### src/rtl/cas_pkg.sv
package cas_pkg;
  localparam int ROWS_D   = 12;
  localparam int COLS_D   = 24;
  localparam int CELL_W_D = 12;
  localparam int CELL_H_D = 18;
  localparam int AW_D     = 9;
  localparam int POSW_D   = 6;
  localparam int SCW_D    = 2;
  localparam int FRW_D    = 6;
  localparam int H_UNIT_D = 2;
  localparam int V_UNIT_D = 1;

  localparam int SYNC_H = 0;
  localparam int SYNC_V = 1;

  typedef enum logic [1:0] {
    DUTY_ALT  = 2'd0,
    DUTY_QTR  = 2'd1,
    DUTY_HALF = 2'd2,
    DUTY_3QTR = 2'd3
  } duty_e;
endpackage

### src/rtl/cas_sync_edge.sv
module cas_sync_edge (
  input  logic clk,
  input  logic rst,
  input  logic lvl_i,
  output logic rise_o
);
  logic lvl_q;

  always_ff @(posedge clk) begin
    if (rst) lvl_q <= 1'b0;
    else     lvl_q <= lvl_i;
  end

  assign rise_o = lvl_i & ~lvl_q;
endmodule

### src/rtl/cas_vseq.sv
module cas_vseq #(
  parameter int ROWS   = 12,
  parameter int CELL_H = 18,
  parameter int POSW   = 6,
  parameter int SCW    = 2,
  parameter int V_UNIT = 1,
  localparam int RW    = $clog2(ROWS),
  localparam int YW    = $clog2(CELL_H)
) (
  input  logic                  clk,
  input  logic                  rst,
  input  logic                  hs_rise,
  input  logic                  vs_rise,
  input  logic [POSW-1:0]       v_start,
  input  logic [ROWS*SCW-1:0]   hsel_flat,
  output logic                  v_on_o,
  output logic [RW-1:0]         row_o,
  output logic [YW-1:0]         cy_o
);
  localparam int VMAX = (2**POSW - 1) * V_UNIT;
  localparam int VW   = $clog2(VMAX + 2);

  logic [SCW-1:0] hsel_a [ROWS];
  logic [VW-1:0]  v_cnt;
  logic [VW-1:0]  vtarget;
  logic [SCW-1:0] vsub;
  logic           v_done;

  for (genvar r = 0; r < ROWS; r++) begin : g_hsel
    assign hsel_a[r] = hsel_flat[r*SCW +: SCW];
  end

  assign vtarget = VW'(v_start * V_UNIT);

  always_ff @(posedge clk) begin
    if (rst || vs_rise) begin
      v_cnt  <= '0;
      v_on_o <= 1'b0;
      v_done <= 1'b0;
      row_o  <= '0;
      cy_o   <= '0;
      vsub   <= '0;
    end else if (hs_rise) begin
      if (v_cnt != {VW{1'b1}}) v_cnt <= v_cnt + 1'b1;
      if (!v_on_o) begin
        if (!v_done && v_cnt == vtarget) begin
          v_on_o <= 1'b1;
          row_o  <= '0;
          cy_o   <= '0;
          vsub   <= '0;
        end
      end else if (vsub == hsel_a[row_o]) begin
        vsub <= '0;
        if (cy_o == YW'(CELL_H - 1)) begin
          cy_o <= '0;
          if (row_o == RW'(ROWS - 1)) begin
            v_on_o <= 1'b0;
            v_done <= 1'b1;
          end else begin
            row_o <= row_o + 1'b1;
          end
        end else begin
          cy_o <= cy_o + 1'b1;
        end
      end else begin
        vsub <= vsub + 1'b1;
      end
    end
  end
endmodule

### src/rtl/cas_hseq.sv
module cas_hseq #(
  parameter int ROWS   = 12,
  parameter int COLS   = 24,
  parameter int CELL_W = 12,
  parameter int AW     = 9,
  parameter int POSW   = 6,
  parameter int SCW    = 2,
  parameter int H_UNIT = 2,
  localparam int RW    = $clog2(ROWS),
  localparam int XW    = $clog2(CELL_W)
) (
  input  logic                clk,
  input  logic                rst,
  input  logic                hs_rise,
  input  logic                vs_rise,
  input  logic [POSW-1:0]     h_start,
  input  logic                v_on,
  input  logic [RW-1:0]       row,
  input  logic [ROWS*AW-1:0]  base_flat,
  input  logic [ROWS*SCW-1:0] wsel_flat,
  output logic                act_o,
  output logic [AW-1:0]       addr_o,
  output logic [XW-1:0]       px_o
);
  localparam int HMAX = (2**POSW - 1) * H_UNIT;
  localparam int HW   = $clog2(HMAX + 2);
  localparam int CW   = $clog2(COLS);

  logic [AW-1:0]  base_a [ROWS];
  logic [SCW-1:0] wsel_a [ROWS];
  logic [HW-1:0]  hcnt;
  logic [HW-1:0]  htarget;
  logic           armed;
  logic [SCW-1:0] sub;
  logic [CW-1:0]  ch;

  for (genvar r = 0; r < ROWS; r++) begin : g_row
    assign base_a[r] = base_flat[r*AW +: AW];
    assign wsel_a[r] = wsel_flat[r*SCW +: SCW];
  end

  assign htarget = HW'(h_start * H_UNIT);

  always_ff @(posedge clk) begin
    if (rst) begin
      hcnt   <= '0;
      armed  <= 1'b0;
      act_o  <= 1'b0;
      sub    <= '0;
      px_o   <= '0;
      ch     <= '0;
      addr_o <= '0;
    end else if (vs_rise) begin
      armed <= 1'b0;
      act_o <= 1'b0;
    end else if (hs_rise) begin
      hcnt  <= '0;
      armed <= 1'b1;
      act_o <= 1'b0;
    end else begin
      if (hcnt != {HW{1'b1}}) hcnt <= hcnt + 1'b1;
      if (armed && hcnt == htarget) begin
        armed <= 1'b0;
        if (v_on) begin
          act_o  <= 1'b1;
          sub    <= '0;
          px_o   <= '0;
          ch     <= '0;
          addr_o <= base_a[row];
        end
      end else if (act_o) begin
        if (sub == wsel_a[row]) begin
          sub <= '0;
          if (px_o == XW'(CELL_W - 1)) begin
            px_o <= '0;
            if (ch == CW'(COLS - 1)) begin
              act_o <= 1'b0;
            end else begin
              ch     <= ch + 1'b1;
              addr_o <= addr_o + 1'b1;
            end
          end else begin
            px_o <= px_o + 1'b1;
          end
        end else begin
          sub <= sub + 1'b1;
        end
      end
    end
  end
endmodule

### src/rtl/cas_flash.sv
module cas_flash
  import cas_pkg::*;
#(
  parameter int FRW = 6
) (
  input  logic       clk,
  input  logic       rst,
  input  logic       vs_rise,
  input  logic [1:0] duty,
  input  logic       flash_i,
  output logic       show_o
);
  localparam int QTR = 2**(FRW - 2);

  logic [FRW-1:0] frame;
  logic [FRW-1:0] thr;

  always_comb begin
    case (duty_e'(duty))
      DUTY_QTR:  thr = FRW'(QTR);
      DUTY_3QTR: thr = FRW'(3 * QTR);
      default:   thr = FRW'(2 * QTR);
    endcase
  end

  always_ff @(posedge clk) begin
    if (rst) begin
      frame  <= '0;
      show_o <= 1'b1;
    end else begin
      if (vs_rise) frame <= frame + 1'b1;
      show_o <= !(flash_i && (frame >= thr));
    end
  end
endmodule

### src/rtl/char_addr_seq.sv
module char_addr_seq
  import cas_pkg::*;
#(
  parameter int ROWS   = ROWS_D,
  parameter int COLS   = COLS_D,
  parameter int CELL_W = CELL_W_D,
  parameter int CELL_H = CELL_H_D,
  parameter int AW     = AW_D,
  parameter int POSW   = POSW_D,
  parameter int SCW    = SCW_D,
  parameter int FRW    = FRW_D,
  parameter int H_UNIT = H_UNIT_D,
  parameter int V_UNIT = V_UNIT_D
) (
  input  logic                        clk,
  input  logic                        rst,
  input  logic                        hsync_i,
  input  logic                        vsync_i,
  input  logic [POSW-1:0]             h_start_i,
  input  logic [POSW-1:0]             v_start_i,
  input  logic [ROWS*AW-1:0]          row_base_i,
  input  logic [ROWS*SCW-1:0]         row_wsel_i,
  input  logic [ROWS*SCW-1:0]         row_hsel_i,
  input  logic [1:0]                  duty_i,
  input  logic                        flash_bit_i,
  output logic [AW-1:0]               ram_addr_o,
  output logic                        char_act_o,
  output logic [$clog2(CELL_W)-1:0]   pix_x_o,
  output logic [$clog2(CELL_H)-1:0]   pix_y_o,
  output logic                        show_o
);
  localparam int RW = $clog2(ROWS);

  logic [1:0]    sync_lvl;
  logic [1:0]    sync_rise;
  logic          v_on;
  logic [RW-1:0] row;

  assign sync_lvl[SYNC_H] = hsync_i;
  assign sync_lvl[SYNC_V] = vsync_i;

  for (genvar s = 0; s < 2; s++) begin : g_sync
    cas_sync_edge u_edge (
      .clk    (clk),
      .rst    (rst),
      .lvl_i  (sync_lvl[s]),
      .rise_o (sync_rise[s])
    );
  end

  cas_vseq #(
    .ROWS(ROWS), .CELL_H(CELL_H), .POSW(POSW), .SCW(SCW), .V_UNIT(V_UNIT)
  ) u_vseq (
    .clk       (clk),
    .rst       (rst),
    .hs_rise   (sync_rise[SYNC_H]),
    .vs_rise   (sync_rise[SYNC_V]),
    .v_start   (v_start_i),
    .hsel_flat (row_hsel_i),
    .v_on_o    (v_on),
    .row_o     (row),
    .cy_o      (pix_y_o)
  );

  cas_hseq #(
    .ROWS(ROWS), .COLS(COLS), .CELL_W(CELL_W), .AW(AW),
    .POSW(POSW), .SCW(SCW), .H_UNIT(H_UNIT)
  ) u_hseq (
    .clk       (clk),
    .rst       (rst),
    .hs_rise   (sync_rise[SYNC_H]),
    .vs_rise   (sync_rise[SYNC_V]),
    .h_start   (h_start_i),
    .v_on      (v_on),
    .row       (row),
    .base_flat (row_base_i),
    .wsel_flat (row_wsel_i),
    .act_o     (char_act_o),
    .addr_o    (ram_addr_o),
    .px_o      (pix_x_o)
  );

  cas_flash #(.FRW(FRW)) u_flash (
    .clk     (clk),
    .rst     (rst),
    .vs_rise (sync_rise[SYNC_V]),
    .duty    (duty_i),
    .flash_i (flash_bit_i),
    .show_o  (show_o)
  );
endmodule

### config.mk
export PLATFORM = sky130hd
export DESIGN_NAME = char_addr_seq
export DESIGN_NICKNAME = d
export VERILOG_FILES = /design/src/rtl/cas_pkg.sv /design/src/rtl/cas_sync_edge.sv /design/src/rtl/cas_vseq.sv /design/src/rtl/cas_hseq.sv /design/src/rtl/cas_flash.sv /design/src/rtl/char_addr_seq.sv
export SDC_FILE = /design/constraint.sdc
export NUM_CORES = 1
export LEC_CHECK = 0
export BUFFER_PORTS_ARGS = -buffer_cell sky130_fd_sc_hd__buf_2
export CORE_MARGIN = 2
export CORE_UTILIZATION = 40
export CTS_CLUSTER_DIAMETER = 120
export DETAILED_ROUTE_END_ITERATION = 16
export HOLD_SLACK_MARGIN = 0.15
export MAX_ROUTING_LAYER = met4
export PLACE_DENSITY = 0.82
export REMOVE_ABC_BUFFERS = 1
export SYNTH_ARGS = -nofsm -noshare
export SYNTH_HDL_FRONTEND = slang
export SYNTH_SLANG_ARGS = --single-unit
export TNS_END_PERCENT = 5
### constraint.sdc
create_clock -name clk -period 2.35 [get_ports clk]
set_input_delay 0.1175 -clock clk [delete_from_list [all_inputs] [get_ports clk]]
set_output_delay 0.1175 -clock clk [all_outputs]
set_load 0.01 [all_outputs]
* Word-level counts from Yosys, hierarchy flattened
Cells that the tools add are included.
** Operators by class
- $add $sub $neg :: 10
- $lt $le $gt $ge :: 2
- Equal/unequal tests :: 17
- Muxes and demuxes :: 58
- Bitwise logic cells :: 7
- Reduce and logical (&&, ||, !) cells :: 23
** Operator list (number)
- two-way mux 9 bit :: 8
- two-way mux 5 bit :: 10
- two-way mux 4 bit :: 10
- binary-select mux 9 bit (select 4 bit) :: 1
- two-way mux 2 bit :: 11
- binary-select mux 2 bit (select 4 bit) :: 2
- AND reduction 5 bit :: 3
- adder 7 x 1 -> 7 bit, second input constant :: 2
- two-way mux 7 bit :: 2
- != test 7 bit, second input constant :: 2
- two-way mux 1 bit :: 13
- case mux 6 bit (2 select lines) :: 1
- nonzero test 2 bit :: 6
- adder 5 x 1 -> 5 bit, second input constant :: 2
- equality test 5 bit, second input constant :: 2
- adder 9 x 1 -> 9 bit, second input constant :: 1
- adder 4 x 1 -> 4 bit, second input constant :: 2
- equality test 4 bit, second input constant :: 2
- != test 2 bit, second input constant :: 4
- equality test 7 x 6 -> 1 bit :: 1
- equality test 7 bit :: 1
- AND reduction 7 bit :: 1
- adder 6 x 1 -> 6 bit, second input constant :: 1
- >= comparator 6 bit :: 1
- other kinds (17) :: 28
** Word-level totals
- Register bits after elaboration :: 58
- Output and inout bits :: 20
- Word-level logic and storage cells :: 134

* Longest topological paths before layout
Gate-level depths: netlist (run 1).
- Depth after elaboration :: 8
- Mapped depth :: 9

* Hierarchy
Synthesis (run 1) repeated with hierarchy kept, for this count alone.
** Second synthesis, totals
- Cells, all modules :: 521
- Area, all modules :: 4803.4 µm²
** By module, submodules not included
- cas_hseq :: times used 1, cells each 288, area each 2819.0 µm²
- cas_vseq :: times used 1, cells each 190, area each 1541.5 µm²
- cas_flash :: times used 1, cells each 37, area each 347.8 µm²
- cas_sync_edge :: times used 2, cells each 3, area each 47.5 µm²

* Least setup slack after synthesis (run 1)
No wires, ideal clock.
- Path type :: flip-flop to flip-flop
- Start point :: register u_vseq.row_o[0]
- End point :: register u_vseq.cy_o[3]
- Setup time :: 0.092 ns
- Arrival time :: 2.385 ns
- Slack :: -0.127 ns
- Stages on the path, launching flop included :: 9
- Path buffers :: 1
- Path through :: dfxtp_1 buf_6 mux4_2 xnor2_1 nand4_1 a31oi_2 nor2_2 or4_4 o32ai_1
** On the way
- Longest elaborated chain between the ends :: 7
** Ends and longest elaborated chain
- start: declaration :: line cas_vseq.sv:17 : output logic [RW-1:0] row_o,
- start signal: assignment :: line cas_vseq.sv:60 : row_o <= row_o + 1'b1;
- inverter 4 -> 5 bit (implied by the code) :: line cas_vseq.sv:52 : end else if (vsub == hsel_a[row_o]) begin
- binary-select mux 2 bit (select 4 bit) :: line cas_vseq.sv:52
- two-way mux 2 bit (implied by the code) (2 in a row) :: line cas_vseq.sv:52
- equality test 2 bit :: line cas_vseq.sv:52
- != test 2 bit (no source line)
- AND reduction 3 bit (no source line)
- end signal: assignment :: line cas_vseq.sv:63 : cy_o <= cy_o + 1'b1;
- end: declaration :: line cas_vseq.sv:18 : output logic [YW-1:0] cy_o
Every way passes these cells. The select of a mux whose other input is x is not followed.
A chain may end at the register's enable or synchronous reset.

* Worst setup path after layout (run 1)
- Start point :: register u_vseq.row_o[2]
- End point :: register u_hseq.px_o[2]
** On the way
- Longest elaborated chain between the ends :: 7
** Ends and longest elaborated chain
- inverter 4 -> 5 bit (implied by the code) :: line cas_hseq.sv:72 : if (sub == wsel_a[row]) begin
- binary-select mux 2 bit (select 4 bit) :: line cas_hseq.sv:72
- two-way mux 2 bit (implied by the code) (2 in a row) :: line cas_hseq.sv:72
- equality test 2 bit :: line cas_hseq.sv:72
- nonzero test 2 bit (no source line)
- AND reduction 5 bit (no source line)
- end signal: assignment :: line cas_hseq.sv:83 : px_o <= px_o + 1'b1;
- end: declaration :: line cas_hseq.sv:23 : output logic [XW-1:0] px_o
Every way passes these cells. The select of a mux whose other input is x is not followed.

==> flow_summary.yaml, run 1 <==
floorplanning:
  die_area_um2: 11900
  rows: 38
  floorplan.die.height_um: 109
  io-pin-count: 195
  core_region_area_um2: 10800
  die_w_um: 109
  floorplan.initialDensity_pct: 40.9
clocking:
  cts_made_buffers: 9
  tritoncts: "built"
  ctsLongestPathBuffers: 2
  ctsRootBufferMaster: "sky130_fd_sc_hd__clkbuf_8"
  cts_htree_levels: 3
  clkSinkCount: 58
  worst_setup_hold_path_clk_slew_ns: 0.07
  worst_skew_pair.late_latency_ns: 0.33
logic_synthesis:
  async_set_or_reset_register_ratio_after_synthesis_pct: 0
  mappedNetlistArea_um2: 4420
  synth-warning-count: 0
  synth_edf_count: 0
  synth_cells: 482
  syn_avg_cell_area_um2: 9.17
  synth_cell_type_count: 66
  synth-seq-area-share_pct: 26.3
  postSynth.topFlopCell: "sky130_fd_sc_hd__dfxtp_1"
  postSynthRegisterBits: 58
grt:
  globalRouteOverflowTotal: 0
  via_count_of_the_first_global_routing_pass: 4750
  grt_use_total_pct: 24.2
  largest_net_degree_at_the_start_of_global_routing: 31
  grt_first_pass_wirelength_um: 22100
  antenna_found_initial: 0
drt:
  routed_wirelength_um: 14300
  via_count: 4860
  initialDrtViolationCount: 345
  postRouteAntennaNets: 0
  routedWlPerCell_um: 16.6
  drt_first_pass_iters: 5
  route.detailed.drc: 0
  post_drt_via_cell_ratio: 5.64
timing:
  tightest_slew_ns: 0.695
  timing.final.hold_violations: 0
  unrepaired_setup_endpoints_after_global_routing: "yes"
  slew_headroom_pct: 53.5
  setup_slack_ns: -0.123
  final-max-slew-violation-count: 0
  skew_ns: 0.0127
  clock.fmax_mhz: 404
  setup_violations: 17
  layout_worst_path_cycle_share_pct: 105
  final_period_demand_of_the_worst_path_ns: 2.47
place:
  placedInstanceArea_um2: 5830
  io_buffer_count: 194
  place_congestion: 0.920
  place_hpwl_um: 11300
  post-place-cells: 840
  pre_cts_ws_ns: -0.209
pwr:
  vdd_drop_max_mv: 0.178
  power_density_nw_per_um2: 361
  leakage_nw: 2.64
  power_w: 0.00223
worst_setup_path:
  setup.worst_path.end_class: "flip-flop"
  critical_path.startpoint_type: "flip-flop"
  r2r-end: "u_hseq.px_o[2]$_SDFFE_PP0P_"
  worstSetupStartpoint: "u_vseq.row_o[2]$_SDFFE_PP0P_"
  rr_startpoint: "u_vseq.row_o[2]$_SDFFE_PP0P_"
  path_max_fanout: 9
  critPathRequiredTime_ns: 2.55
  worst-endpoint-arrival_ns: 2.68
  critPathKind: "reg -> reg"
  ff_to_ff_setup_slack_ns: -0.12
  worst-r2r-cell-count: 9
cells_and_area:
  multi_input_comb_area_um2: 3160
  layout.cells.most_common: "sky130_fd_sc_hd__buf_2"
  layout.cells.non_filler: 861
  fillCellCount: 943
  n_antenna_cell: 0
  finalInstanceArea_um2: 6200
  mostFrequentLayoutCells: "194 x sky130_fd_sc_hd__buf_2, 55 x sky130_fd_sc_hd__dfxtp_1, 52 x sky130_fd_sc_hd__nand2_1"
  design.final.nets: 904
  area_growth_from_synthesis_to_layout_pct: 40.2
  sequential_cell_area_um2: 1170
  drive_gt1_share_pct: 45.4
hold_path:
  worst_hold_path.endpoint: "u_flash.frame[3]$_SDFFE_PP0P_"
  hold_class: "in -> reg"
  hold_path_depth: 3
  holdCritStartpoint: "rst"
status:
  status: "complete, but fails checks"
  failed_checks: "negative setup slack"
run:
  maxCapViolCount: 0
## worst max-delay path, stage by stage, from the launching register on
cell and delay [ns]:
sky130_fd_sc_hd__dfxtp_2 0.34, sky130_fd_sc_hd__buf_12 0.14, sky130_fd_sc_hd__mux2i_1 0.14, sky130_fd_sc_hd__mux4_2 0.51
sky130_fd_sc_hd__xnor2_2 0.17, sky130_fd_sc_hd__o31ai_2 0.36, sky130_fd_sc_hd__buf_4 0.23, sky130_fd_sc_hd__a21oi_1 0.08
sky130_fd_sc_hd__o21ai_0 0.24, sky130_fd_sc_hd__a21oi_1 0.13
## cell type report
type / count / area share, %
Timing Repair Buffer: 251 / 23.3
Multi-Input combinational cell: 381 / 50.9
Clock buffer: 14 / 2.95
Inverter: 16 / 0.969
Sequential cell: 58 / 18.9
Tap cell: 140 / 2.83
Clock inverter: 1 / 0.121
## repair_timing
action,4_1_cts,5_1_grt
hold buffers,4,0
endpoints found under the setup margin,26,28
pin swaps,20,2
setup buffers,2,0
cloned,0,0
hold endpoints to repair,3,0
resized for setup,21,6
## cells by family after synthesis
group	share of synthesized area, %
adder cells (fa/ha/maj)	3.40
flip-flops	26.3
AO/OA/AOI/OAI	17.7
buffers and inverters	4.27
multiplexers	22.9
AND/OR/NAND/NOR	19.1
XOR/XNOR	6.34
## cells in the mapped netlist (4+ instances only)
cell type / n / area, um2
sky130_fd_sc_hd__ha_1: 12 / 150
sky130_fd_sc_hd__and3_1: 7 / 43.8
sky130_fd_sc_hd__xor2_1: 19 / 166
sky130_fd_sc_hd__clkbuf_1: 16 / 60.1
sky130_fd_sc_hd__nand2_1: 52 / 195
sky130_fd_sc_hd__mux2i_1: 17 / 170
sky130_fd_sc_hd__a21oi_1: 32 / 160
sky130_fd_sc_hd__a21o_1: 4 / 30.0
sky130_fd_sc_hd__nor2b_1: 5 / 31.3
sky130_fd_sc_hd__nand4_1: 13 / 81.3
sky130_fd_sc_hd__dfxtp_1: 58 / 1160
sky130_fd_sc_hd__nor2_1: 44 / 165
sky130_fd_sc_hd__nand3_1: 16 / 80.1
sky130_fd_sc_hd__buf_2: 4 / 20.0
sky130_fd_sc_hd__xnor2_1: 13 / 114
sky130_fd_sc_hd__mux4_2: 35 / 788
sky130_fd_sc_hd__a31oi_1: 5 / 31.3
sky130_fd_sc_hd__a211oi_1: 5 / 37.5
sky130_fd_sc_hd__nor3_1: 7 / 35.0
sky130_fd_sc_hd__a311oi_1: 4 / 35.0
sky130_fd_sc_hd__o32ai_1: 5 / 43.8
sky130_fd_sc_hd__inv_1: 15 / 56.3
sky130_fd_sc_hd__o31ai_1: 5 / 37.5
sky130_fd_sc_hd__o211ai_1: 5 / 37.5
sky130_fd_sc_hd__o21ai_0: 18 / 90.1
## power by group
group / switching, W / internal [W] / total (W)
logic: 0.000143 / 0.000204 / 0.000347
registers: 0.0000121 / 0.000991 / 0.00100
clock network: 0.000392 / 0.000493 / 0.000885
total: 0.000547 / 0.00169 / 0.00223
## worst max-delay path by stage
stage	endpoint	slack (ns)	cells after the start
finish	u_hseq.px_o[2]$_SDFFE_PP0P_	-0.12	9
global route	u_hseq.addr_o[4]$_SDFFE_PP0P_	-0.22	8
CTS	u_hseq.addr_o[4]$_SDFFE_PP0P_	-0.10	8
detailed placement	u_vseq.cy_o[3]$_SDFFE_PP0P_	-0.21	8
global placement	u_hseq.ch[0]$_SDFFE_PP0P_	-0.16	7
floorplan	u_hseq.addr_o[3]$_SDFFE_PP0P_	-1.46	7
## sequential cells by signal, summed over array words and instances, names as in the netlist
signal / count
g_sync.u_edge.lvl_q: 2
u_flash.frame: 6
u_flash.show_o: 1
u_hseq.act_o: 1
u_hseq.addr_o: 9
u_hseq.armed: 1
u_hseq.ch: 5
u_hseq.hcnt: 7
u_hseq.px_o: 4
u_hseq.sub: 2
u_vseq.cy_o: 5
u_vseq.row_o: 4
u_vseq.v_cnt: 7
u_vseq.v_done: 1
u_vseq.v_on_o: 1
u_vseq.vsub: 2
## layer usage
| metal | up-vias | global-route usage [%] | share of wire, % |
|---|---|---|---|
| li1 | 2313 | - | - |
| met1 | 2318 | 28.4 | 40 |
| met2 | 205 | 42.1 | 53 |
| met3 | 24 | 3.29 | 5.6 |
| met4 | 0 | 9.16 | 2.1 |
| met5 | - | - | 0 |
## stage by stage
stage	setup TNS, ns	util (%)	hold WS [ns]
3_5_place_dp	-3.20	54.1	0.333
5_1_grt	-3.49	57.4	0.307
2_1_floorplan	-41.91	-	0.187
6_report	-0.869	57.4	0.301
4_1_cts	-0.549	57.0	0.279
3_3_place_gp	-1.73	54.1	0.333
Power figures use the tool's default switching activity.
==> run 2, diff against run 1 <==
Settings changed: CTS_BUF_LIST set to sky130_fd_sc_hd__clkbuf_4.
==> flow_summary.yaml, run 2 (synthesized netlist as in run 1, its figures left out) <==
drt:
  via_count: 4885
  drt_first_pass_iters: 5
  routed_wirelength_um: 14300
  postRouteAntennaNets: 0
  post_drt_via_cell_ratio: 5.67
  routedWlPerCell_um: 16.6
  initialDrtViolationCount: 387
  route.detailed.drc: 0
clocking:
  ctsRootBufferMaster: "sky130_fd_sc_hd__clkbuf_4"
  cts_made_buffers: 9
  tritoncts: "built"
  ctsLongestPathBuffers: 2
  worst_setup_hold_path_clk_slew_ns: 0.10
  worst_skew_pair.late_latency_ns: 0.41
  cts_htree_levels: 3
  clkSinkCount: 58
timing:
  setup_slack_ns: -0.150
  unrepaired_setup_endpoints_after_global_routing: "yes"
  skew_ns: 0.0134
  layout_worst_path_cycle_share_pct: 106
  timing.setup.tns_ns: -1.30
  setup_violations: 23
  final_period_demand_of_the_worst_path_ns: 2.50
  timing.final.hold_violations: 0
  slew_headroom_pct: 52.8
  worst_hold_check_slack_ns: 0.219
  clock.fmax_mhz: 400
  tightest_slew_ns: 0.705
  final-max-slew-violation-count: 0
floorplanning:
  rows: 38
  floorplan.initialDensity_pct: 40.9
  io-pin-count: 195
  die_w_um: 109
  floorplan.die.height_um: 109
  die_area_um2: 11900
  core_region_area_um2: 10800
place:
  place_hpwl_um: 11300
  place_congestion: 0.920
  post-place-cells: 840
  io_buffer_count: 194
pwr:
  vdd_drop_max_mv: 0.167
  leakage_nw: 2.60
  power_density_nw_per_um2: 316
cells_and_area:
  finalCoreUtilization_pct: 56.4
  largest_register_ff_count: 9
  area_growth_from_synthesis_to_layout_pct: 37.8
  largest_register: "u_hseq.addr_o"
  layout.cells.most_common: "sky130_fd_sc_hd__buf_2"
  layout.cells.non_filler: 861
  mostFrequentLayoutCells: "194 x sky130_fd_sc_hd__buf_2, 55 x sky130_fd_sc_hd__dfxtp_1, 52 x sky130_fd_sc_hd__nand2_1"
  design.final.nets: 904
  drive_gt1_share_pct: 44.9
  n_antenna_cell: 0
  reg_top3: "u_hseq.addr_o (9), u_hseq.hcnt (7), u_vseq.v_cnt (7)"
grt:
  use_met3_pct: 4.18
  via_count_of_the_first_global_routing_pass: 4711
  globalRouteOverflowTotal: 0
  grtUsageMet1_pct: 28.7
  antenna_found_initial: 0
  grt_first_pass_wirelength_um: 21900
  grt_use_total_pct: 24.2
  largest_net_degree_at_the_start_of_global_routing: 31
  grtUsageMet2_pct: 41.5
  most_crowded_layer_gr: "met2"
status:
  failed_checks: "negative setup slack"
  status: "complete, but fails checks"
worst_setup_path:
  setup.worst_path.end_class: "flip-flop"
  critical_path.startpoint_type: "flip-flop"
  critPathKind: "reg -> reg"
  critPathRequiredTime_ns: 2.64
  worst-endpoint-arrival_ns: 2.79
  path_max_fanout: 9
run:
  maxCapViolCount: 0
hold_path:
  hold_class: "in -> reg"
-- run 2: cell types whose count changed in the layout (fill, tap and decap cells not counted), sizes merged --
cell / previous run / this run
clkbuf: 14 / 10
clkinv: 1 / 5
-- run 2: critical path: stages (launching register included) --
cell and delay, ns:
sky130_fd_sc_hd__dfxtp_2 0.35, sky130_fd_sc_hd__buf_12 0.14, sky130_fd_sc_hd__mux2i_2 0.15, sky130_fd_sc_hd__mux4_2 0.50
sky130_fd_sc_hd__xnor2_2 0.17, sky130_fd_sc_hd__o31ai_2 0.37, sky130_fd_sc_hd__buf_4 0.23, sky130_fd_sc_hd__a21oi_1 0.08
sky130_fd_sc_hd__o21ai_0 0.24, sky130_fd_sc_hd__a21oi_1 0.13
-- run 2: cell type report --
| class | instances | area, um2 |
|---|---|---|
| Clock inverter | 5 | 22.5 |
| Multi-Input combinational cell | 381 | 3150 |
| Sequential cell | 58 | 1170 |
| Tap cell | 140 | 175 |
| Clock buffer | 10 | 75.1 |
| Fill cell | 951 | 4700 |
| Inverter | 16 | 60.1 |
| Timing Repair Buffer | 251 | 1440 |
-- run 2: what timing repair did --
item                                   CTS  global route
setup buffers                            2             0
resized for setup                       20             5
endpoints found under the hold margin    5             0
hold buffers                             4             0
setup endpoints to repair               27            28
pin swaps                               21             4
-- run 2: final timing paths --
path	from	to	slack (ns)	depth (start not counted)
worst max-delay path	u_vseq.row_o[2]$_SDFFE_PP0P_	u_hseq.px_o[2]$_SDFFE_PP0P_	-0.15	9
worst min-delay path	rst	u_flash.frame[3]$_SDFFE_PP0P_	0.22	3
worst max register to register	u_vseq.row_o[2]$_SDFFE_PP0P_	u_hseq.px_o[2]$_SDFFE_PP0P_	-0.15	9
worst min register to register	u_vseq.v_done$_SDFFE_PP0P_	u_vseq.v_done$_SDFFE_PP0P_	0.49	2
-- run 2: per-stage QoR --
step           total power (W)  cell area [um2]  setup slack [ns]
3_3_place_gp           0.00135             5830            -0.160
5_1_grt                0.00203             6090            -0.231
2_1_floorplan          0.00116             4290             -1.46
3_5_place_dp           0.00137             5830            -0.209
6_report               0.00192             6090            -0.150
4_1_cts                0.00193             6070            -0.117
-- run 2: report_power, final --
part           leakage (nW)  switching (W)  total (W)  internal [W]
logic                  2.08       0.000142   0.000346      0.000204
clock network        0.0524       0.000367   0.000577      0.000210
registers             0.471      0.0000120    0.00100      0.000990
total                  2.60       0.000521    0.00192       0.00140
-- run 2: routing by layer --
layer | part of all wire (%) | up-vias
met5 | 0 | -
met4 | 2.2 | 0
met3 | 5.9 | 24
met2 | 52 | 194
met1 | 40 | 2358
li1 | - | 2309
